===== config.mk =====
export PLATFORM = sky130hd
export DESIGN_NAME = sync_burst_sram
export DESIGN_NICKNAME = d
export VERILOG_FILES = /design/src/rtl/sbs_pkg.sv /design/src/rtl/sbs_burst_ctr.sv /design/src/rtl/sbs_array.sv /design/src/rtl/sbs_rd_path.sv /design/src/rtl/sync_burst_sram.sv
export SDC_FILE = /design/constraint.sdc
export NUM_CORES = 2
export LEC_CHECK = 0
export BUFFER_PORTS_ARGS = -buffer_cell sky130_fd_sc_hd__buf_2
export CAP_MARGIN = 40
export CORE_MARGIN = 1
export CORE_UTILIZATION = 63
export DETAILED_ROUTE_END_ITERATION = 8
export PLACE_DENSITY = 0.87
export SYNTH_ARGS = -nofsm -noshare
export SYNTH_HDL_FRONTEND = slang
export SYNTH_SLANG_ARGS = --single-unit

===== constraint.sdc =====
create_clock -name clk -period 2.5 [get_ports clk]
set_input_delay 0.25 -clock clk [delete_from_list [all_inputs] [get_ports clk]]
set_output_delay 0.25 -clock clk [all_outputs]
set_load 0.01 [all_outputs]

===== src/rtl/sbs_pkg.sv =====
package sbs_pkg;
  typedef enum logic {
    ORD_INTERLEAVE = 1'b0,
    ORD_LINEAR     = 1'b1
  } burst_ord_e;

  // Low two address bits of a beat, given the start bits and beat index.
  function automatic logic [1:0] beat_lsb(input logic [1:0] start,
                                          input logic [1:0] idx,
                                          input burst_ord_e ord);
    return (ord == ORD_LINEAR) ? (start + idx) : (start ^ idx);
  endfunction
endpackage


===== src/rtl/sbs_burst_ctr.sv =====
module sbs_burst_ctr
  import sbs_pkg::*;
#(
  parameter int ADDR_W = 6
) (
  input  logic              clk,
  input  logic              rst_n,
  input  logic              run,
  input  logic              load,
  input  logic              ce,
  input  logic              adv,
  input  burst_ord_e        ord,
  input  logic [ADDR_W-1:0] addr,
  output logic              acc,
  output logic              desel,
  output logic [ADDR_W-1:0] acc_addr
);
  logic [ADDR_W-1:0] base_q, base_d;
  logic [1:0]        idx_q, idx_d;
  logic              act_q, act_d;

  always_comb begin
    base_d = base_q;
    idx_d  = idx_q;
    act_d  = act_q;
    if (load) begin
      base_d = addr;
      idx_d  = 2'd0;
      act_d  = ce;
    end else if (adv && act_q) begin
      idx_d = idx_q + 2'd1;
    end
  end

  assign acc      = run && (load ? ce : act_q);
  assign desel    = run && load && !ce;
  assign acc_addr = {base_d[ADDR_W-1:2], beat_lsb(base_d[1:0], idx_d, ord)};

  always_ff @(posedge clk or negedge rst_n) begin
    if (!rst_n) begin
      base_q <= '0;
      idx_q  <= 2'd0;
      act_q  <= 1'b0;
    end else if (run) begin
      base_q <= base_d;
      idx_q  <= idx_d;
      act_q  <= act_d;
    end
  end
endmodule


===== src/rtl/sbs_array.sv =====
module sbs_array #(
  parameter int ADDR_W = 6,
  parameter int DATA_W = 32
) (
  input  logic                clk,
  input  logic [DATA_W/8-1:0] we,
  input  logic [ADDR_W-1:0]   waddr,
  input  logic [DATA_W-1:0]   wdata,
  input  logic [ADDR_W-1:0]   raddr,
  output logic [DATA_W-1:0]   rdata
);
  localparam int DEPTH = 1 << ADDR_W;
  localparam int NB    = DATA_W / 8;

  for (genvar b = 0; b < NB; b++) begin : g_lane
    logic [7:0] lane [DEPTH];
    always_ff @(posedge clk) begin
      if (we[b]) lane[waddr] <= wdata[b*8 +: 8];
    end
    assign rdata[b*8 +: 8] = lane[raddr];
  end
endmodule


===== src/rtl/sbs_rd_path.sv =====
module sbs_rd_path #(
  parameter int ADDR_W = 6,
  parameter int DATA_W = 32
) (
  input  logic              clk,
  input  logic              rst_n,
  input  logic              run,
  input  logic              acc,
  input  logic              rd,
  input  logic [ADDR_W-1:0] acc_addr,
  input  logic              pipe,
  input  logic              oe,
  input  logic              sleep,
  input  logic [DATA_W-1:0] rdata,
  output logic [ADDR_W-1:0] raddr,
  output logic              dq_drive,
  output logic [DATA_W-1:0] dq_out
);
  logic              s1_acc_q, s1_acc_d;
  logic              s1_rd_q, s1_rd_d;
  logic [ADDR_W-1:0] s1_addr_q, s1_addr_d;
  logic              s2_rd_q, s2_rd_d;
  logic [DATA_W-1:0] s2_data_q, s2_data_d;
  logic              drive_int;
  logic [DATA_W-1:0] data_sel;

  always_comb begin
    s1_acc_d  = acc;
    s1_rd_d   = rd;
    s1_addr_d = acc ? acc_addr : s1_addr_q;
    s2_rd_d   = s1_rd_q;
    s2_data_d = s1_rd_q ? rdata : s2_data_q;
  end

  always_ff @(posedge clk or negedge rst_n) begin
    if (!rst_n) begin
      s1_acc_q  <= 1'b0;
      s1_rd_q   <= 1'b0;
      s1_addr_q <= '0;
      s2_rd_q   <= 1'b0;
      s2_data_q <= '0;
    end else if (run) begin
      s1_acc_q  <= s1_acc_d;
      s1_rd_q   <= s1_rd_d;
      s1_addr_q <= s1_addr_d;
      s2_rd_q   <= s2_rd_d;
      s2_data_q <= s2_data_d;
    end
  end

  // Flow-through holds the drive one extra cycle after a deselect so that
  // both modes release at the same edge.
  assign drive_int = pipe ? s2_rd_q : (s1_rd_q || (s2_rd_q && !s1_acc_q));
  assign data_sel  = pipe ? s2_data_q : rdata;
  assign raddr     = s1_addr_q;
  assign dq_drive  = drive_int && oe && !sleep;
  assign dq_out    = dq_drive ? data_sel : '0;
endmodule


===== src/rtl/sync_burst_sram.sv =====
module sync_burst_sram
  import sbs_pkg::*;
#(
  parameter int ADDR_W = 6,
  parameter int DATA_W = 32
) (
  input  logic                clk,
  input  logic                rst_n,
  input  logic                chip_en,
  input  logic                start_a,
  input  logic                start_b,
  input  logic                adv,
  input  logic [ADDR_W-1:0]   addr,
  input  logic                burst_lin,
  input  logic                pipe_mode,
  input  logic                wr_byte_en,
  input  logic [DATA_W/8-1:0] byte_sel,
  input  logic                wr_all,
  input  logic [DATA_W-1:0]   din,
  input  logic                oe,
  input  logic                sleep,
  output logic                dq_drive,
  output logic [DATA_W-1:0]   dq_out
);
  localparam int NB = DATA_W / 8;

  logic [1:0]        rst_sync_q;
  logic              rst_n_s;
  logic              run;
  logic              acc;
  logic              cmd_desel;
  logic              cmd_rd;
  logic [ADDR_W-1:0] acc_addr;
  logic [NB-1:0]     wmask;
  logic [NB-1:0]     we;
  logic [ADDR_W-1:0] raddr;
  logic [DATA_W-1:0] rdata;

  always_ff @(posedge clk or negedge rst_n) begin
    if (!rst_n) rst_sync_q <= 2'b00;
    else        rst_sync_q <= {rst_sync_q[0], 1'b1};
  end
  assign rst_n_s = rst_sync_q[1];

  assign run   = !sleep;
  assign wmask = wr_all ? {NB{1'b1}} : (wr_byte_en ? byte_sel : '0);
  assign we    = acc ? wmask : '0;
  assign cmd_rd = acc && (wmask == '0);

  sbs_burst_ctr #(.ADDR_W(ADDR_W)) u_ctr (
    .clk      (clk),
    .rst_n    (rst_n_s),
    .run      (run),
    .load     (start_a || start_b),
    .ce       (chip_en),
    .adv      (adv),
    .ord      (burst_ord_e'(burst_lin)),
    .addr     (addr),
    .acc      (acc),
    .desel    (cmd_desel),
    .acc_addr (acc_addr)
  );

  sbs_array #(.ADDR_W(ADDR_W), .DATA_W(DATA_W)) u_mem (
    .clk   (clk),
    .we    (we),
    .waddr (acc_addr),
    .wdata (din),
    .raddr (raddr),
    .rdata (rdata)
  );

  sbs_rd_path #(.ADDR_W(ADDR_W), .DATA_W(DATA_W)) u_rd (
    .clk      (clk),
    .rst_n    (rst_n_s),
    .run      (run),
    .acc      (acc),
    .rd       (cmd_rd),
    .acc_addr (acc_addr),
    .pipe     (pipe_mode),
    .oe       (oe),
    .sleep    (sleep),
    .rdata    (rdata),
    .raddr    (raddr),
    .dq_drive (dq_drive),
    .dq_out   (dq_out)
  );
endmodule


==> results of run 1 <==
-- cell families after synthesis --
logic type               Yosys count
flip-flops                      2100
multiplexers                     924
XOR/XNOR                           5
adder cells (fa/ha/maj)            1
AND/OR/NAND/NOR                  816
AO/OA/AOI/OAI                    545
other                              1
buffers and inverters            285
-- repair_timing --
action	4_1_cts
endpoints found under the setup margin	2107
pin swaps	72
hold buffers	33
resized for setup	385
buffers inserted	33
endpoints found under the hold margin	600
gates cloned	14
-- synth_stat cells, types with 57 or more instances --
cell type / number
o22ai_1: 131
nand3_1: 95
a22oi_1: 156
edfxtp_1: 2048
o21ai_0: 89
mux4_2: 129
nand2_1: 215
a21oi_1: 57
buf_2: 110
nor2_1: 365
mux2i_1: 778
clkbuf_1: 106
-- per-stage QoR --
step	hold slack (ps)	instances	cell area (um^2)
2_1_floorplan	-45.6	4677	82500
3_3_place_gp	44.3	7063	91300
3_5_place_dp	44.2	7064	91300
4_1_cts	3.28	7494	100000
-- metal layers --
layer,track usage,overflow
met5,0.367,0
met4,0.620,0
met3,0.472,0
met2,0.763,0
met1,0.594,1
==> metrics.cfg, run 1 <==
[synthesis]
synth_xor_area_frac = 0.000789
synth_cells = 4677
synth.distinct_cells = 61
synth_compound_area_frac = 0.0440
yosys.area_share.simple = 0.0429
syn_nets = 4732
synth_area_leaders = edfxtp_1 75%, mux2i_1 9.4%, mux4_2 3.5%, nor2_1 1.7%, dfrtp_1 1.6%
yosysTopAreaCell = edfxtp_1
ys_warn_count = 0
yosysTopAreaCellShare = 0.746
yosys_most_used_dff = edfxtp_1
ys_ff_latch = 2100
synth_fa_ha_area_frac = 0.000152
synth_top_family_by_area = multiplexers
yosysSeqAreaShare = 0.762
synth_area_um2 = 82500
avgSynthCellArea_um2 = 17.6
async_flop_share = 0.0248
synth_mux_area_frac = 0.132
synth_edf_count = 2048

[run_status]
stop_stage = global routing
outcome = aborted with a tool error
error = [ERROR GRT-0232] Routing congestion too high. Check the congestion heatmap in the GUI.

[placed_design]
port_buffers = 86
pre_cts_slack_ps = -676
gp_congestion = 0.952
place.detailed.hpwl_um = 150000

[floorplan]
die_w_um = 364
row_count = 132
ios = 87
die_h_um = 364
start_util = 0.636

[global_route]
grt_start_max_net_pins = 66
track_usage = 0.614
grt_overflow = 1

[clock_network]
cts_buffers = 190
clock-sinks = 2100
cts_buffer_depth = 3
clockRootBuffer = clkbuf_16
htree_levels = 4

==> run 2: changes to the inputs <==
CORE_UTILIZATION = 40   (was 63)
PLACE_DENSITY = default   (was 0.87)
PLACE_DENSITY_LB_ADDON = 0.15   (was default)
==> run 2 against run 1 <==
Effect of this change:
- the flow now finishes, with violations (negative setup slack)
- synthesized cell count unchanged
- area after synthesis unchanged
==> metrics.cfg, run 2 <==
[synthesis]
syn_nets = 4732
synth_common_cells = 2048 x edfxtp_1, 778 x mux2i_1, 365 x nor2_1
synth_area_leaders = edfxtp_1 75%, mux2i_1 9.4%, mux4_2 3.5%, nor2_1 1.7%, dfrtp_1 1.6%
avgSynthCellArea_um2 = 17.6
synth_cells = 4677
yosysSeqAreaShare = 0.762
async_flop_share = 0.0248
synth.distinct_cells = 61
ys_warn_count = 0
yosysTopAreaCellShare = 0.746
synth_most_common_cell = edfxtp_1
yosys_most_used_dff = edfxtp_1
synth_area_um2 = 82500
synth_edf_count = 2048
yosysTopAreaCell = edfxtp_1
ys_ff_latch = 2100

[worst_setup_path]
cp-end-kind = output port
cp_max_fo = 5
critPathArrivalTime_ps = 3600
start_kind = flip-flop
worst_ep_required_time_ps = 2250
crit_type = reg -> out

[detailed_routing]
ant_nets = 0
routed_via_density = 5.45
drtPass1Iterations = 6
drt_iter0_markers = 4521
dr_total_vias = 47300
drcViolationCount = 0
wl_per_cell_um = 28.6
wl_um = 248000

[finish]
multi_input_area_um2 = 20000
largest_register = u_mem.g_lane.lane
fillers = 16800
drive_gt1_frac = 0.317
area_growth_pct = 27.3
seq_area_um2 = 62800
nNetsFinal = 5849
layout.cells.most_common = edfxtp_1
largestRegisters = u_mem.g_lane.lane x2048, u_rd.s2_data_q x32
largest_register_ffs = 2048
mostFrequentLayoutCells = 2048 x edfxtp_1, 782 x buf_4, 738 x mux2i_1
postLayoutCoreUtil = 0.512

[sta]
hold_viol_final = 0
slew_viol_final = 0
max_clock_freq_mhz = 260
final.setup.tns_ps = -149350
setup_ws_ps = -1350
fin_crit_sh = 1.54
slew_headroom = 0.414
setup_violations = 1446
worstMarginPinSlew_ps = 879
period_minus_slack_ps = 3850
fin_skew_ps = 45.6
rsz0062_at_grt = yes

[worst_hold_path]
holdCritPathClass = in -> reg

[floorplan]
die_area_um2 = 208000
core_area_um2 = 205000
die_w_um = 456
die_h_um = 456
start_util = 0.403
row_count = 166
ios = 87

[job]
maxCapViolCount = 0

[clock_network]
clock-sinks = 2100
cts_buffers = 217
tritoncts = done
clockRootBuffer = clkbuf_16
cts_buffer_depth = 3
insertion_delay_ps = 860
htree_levels = 4
clk_pin_slew_ps = 60

[run_status]
violations = negative setup slack
outcome = finished, violations left

[global_route]
grt_overflow = 0
grt_pass1_vias = 47100
track_usage = 0.231
grt_pass1_wl_um = 344000
antenna_found_initial = 10
grt_start_max_net_pins = 65

[placed_design]
place.detailed.hpwl_um = 158000
gp_congestion = 0.840
port_buffers = 86

[pwr]
total_power_mw = 88.5
irDropWorstVdd_v = 0.000797
p_leak_nw = 36.1
power.density_nw_per_um2 = 843

run 2: power breakdown:
part / internal, mW / total (mW) / switching [mW]
Combinational: 7.77 / 17.5 / 9.71
Clock: 18.0 / 31.7 / 13.7
Sequential: 39.0 / 39.3 / 0.241
run 2: through the flow:
step / cell area (um^2) / std cells / hold WS (ps) / setup WS [ps]
after floorplan: 82500 / 4677 / -45.6 / -131
after global placement: 93300 / 8088 / 35.4 / -1330
after detailed placement: 93300 / 8092 / 38.1 / -1340
after CTS: 103000 / 8622 / 15.3 / -1350
after global routing: 105000 / 8671 / 52.4 / -1340
final: 105000 / 8671 / 64.0 / -1350
run 2: worst max-delay path: stages (launching register included):
cell	delay, ps
dfrtp_4	490
buf_12	190
buf_16	150
buf_12	140
mux2i_4	230
o22ai_2	110
nor3_4	340
nand4_1	430
nand2_2	240
buf_6	170
o21ai_4	70
buf_6	130
run 2: final cells by class:
type | instances | share of cell area
Timing Repair Buffer | 1179 | 0.113
Inverter | 4 | 0.000143
Clock buffer | 290 | 0.0547
Multi-Input combinational cell | 2292 | 0.190
Sequential cell | 2100 | 0.599
Clock inverter | 114 | 0.0113
Tap cell | 2688 | 0.0320
Antenna cell | 4 | 0.0000954
run 2: final timing paths:
| path | start | end | slack (ps) | cells after the start |
|---|---|---|---|---|
| max | u_rd.raddr[1] | dq_out[30] | -1350 | 11 |
| min | din[5] | u_mem.g_lane[0].lane[26][5] | 60 | 1 |
| max reg2reg | u_rd.raddr[1] | u_rd.s2_data_q[30] | -350 | 11 |
| min reg2reg | rst_sync_q[1] | u_rd.s2_rd_q | 290 | 0 |
| max in group asynchronous | rst_sync_q[1] | u_rd.raddr[0] | 1500 | 1 |
| min in group asynchronous | rst_n | rst_sync_q[0] | 250 | 3 |
run 2: timing repair:
item / 4_1_cts / 5_1_grt
setup endpoints to repair: 859 / 1949
resized for setup: 367 / 234
buffers inserted: 74 / 42
hold buffers: 38 / 0
hold endpoints to repair: 693 / 0
pin swaps: 91 / 95
cloned: 19 / 12
run 2: cells by family (layout without fill, tap and decap cells):
group                    count (synthesis)  in the layout  share of synthesized area
XOR/XNOR                                 5              5                   0.000789
multiplexers                           924            924                      0.132
flip-flops                            2100           2100                      0.762
buffers and inverters                  285           1587                     0.0182
AO/OA/AOI/OAI                          545            545                     0.0440
adder cells (fa/ha/maj)                  1              1                   0.000152
other                                    1              5                  0.0000455
AND/OR/NAND/NOR                        816            816                     0.0429
run 2: metal layers:
layer / vias up / wire (um) / track usage
met2: 1358 / 120000 / 0.379
met3: 355 / 12700 / 0.0334
li1: 20900 / - / -
met1: 24700 / 107000 / 0.316
met5: - / 19 / 0
met4: 2 / 8010 / 0.0736
No activity file was read; power rests on OpenSTA's default activity.
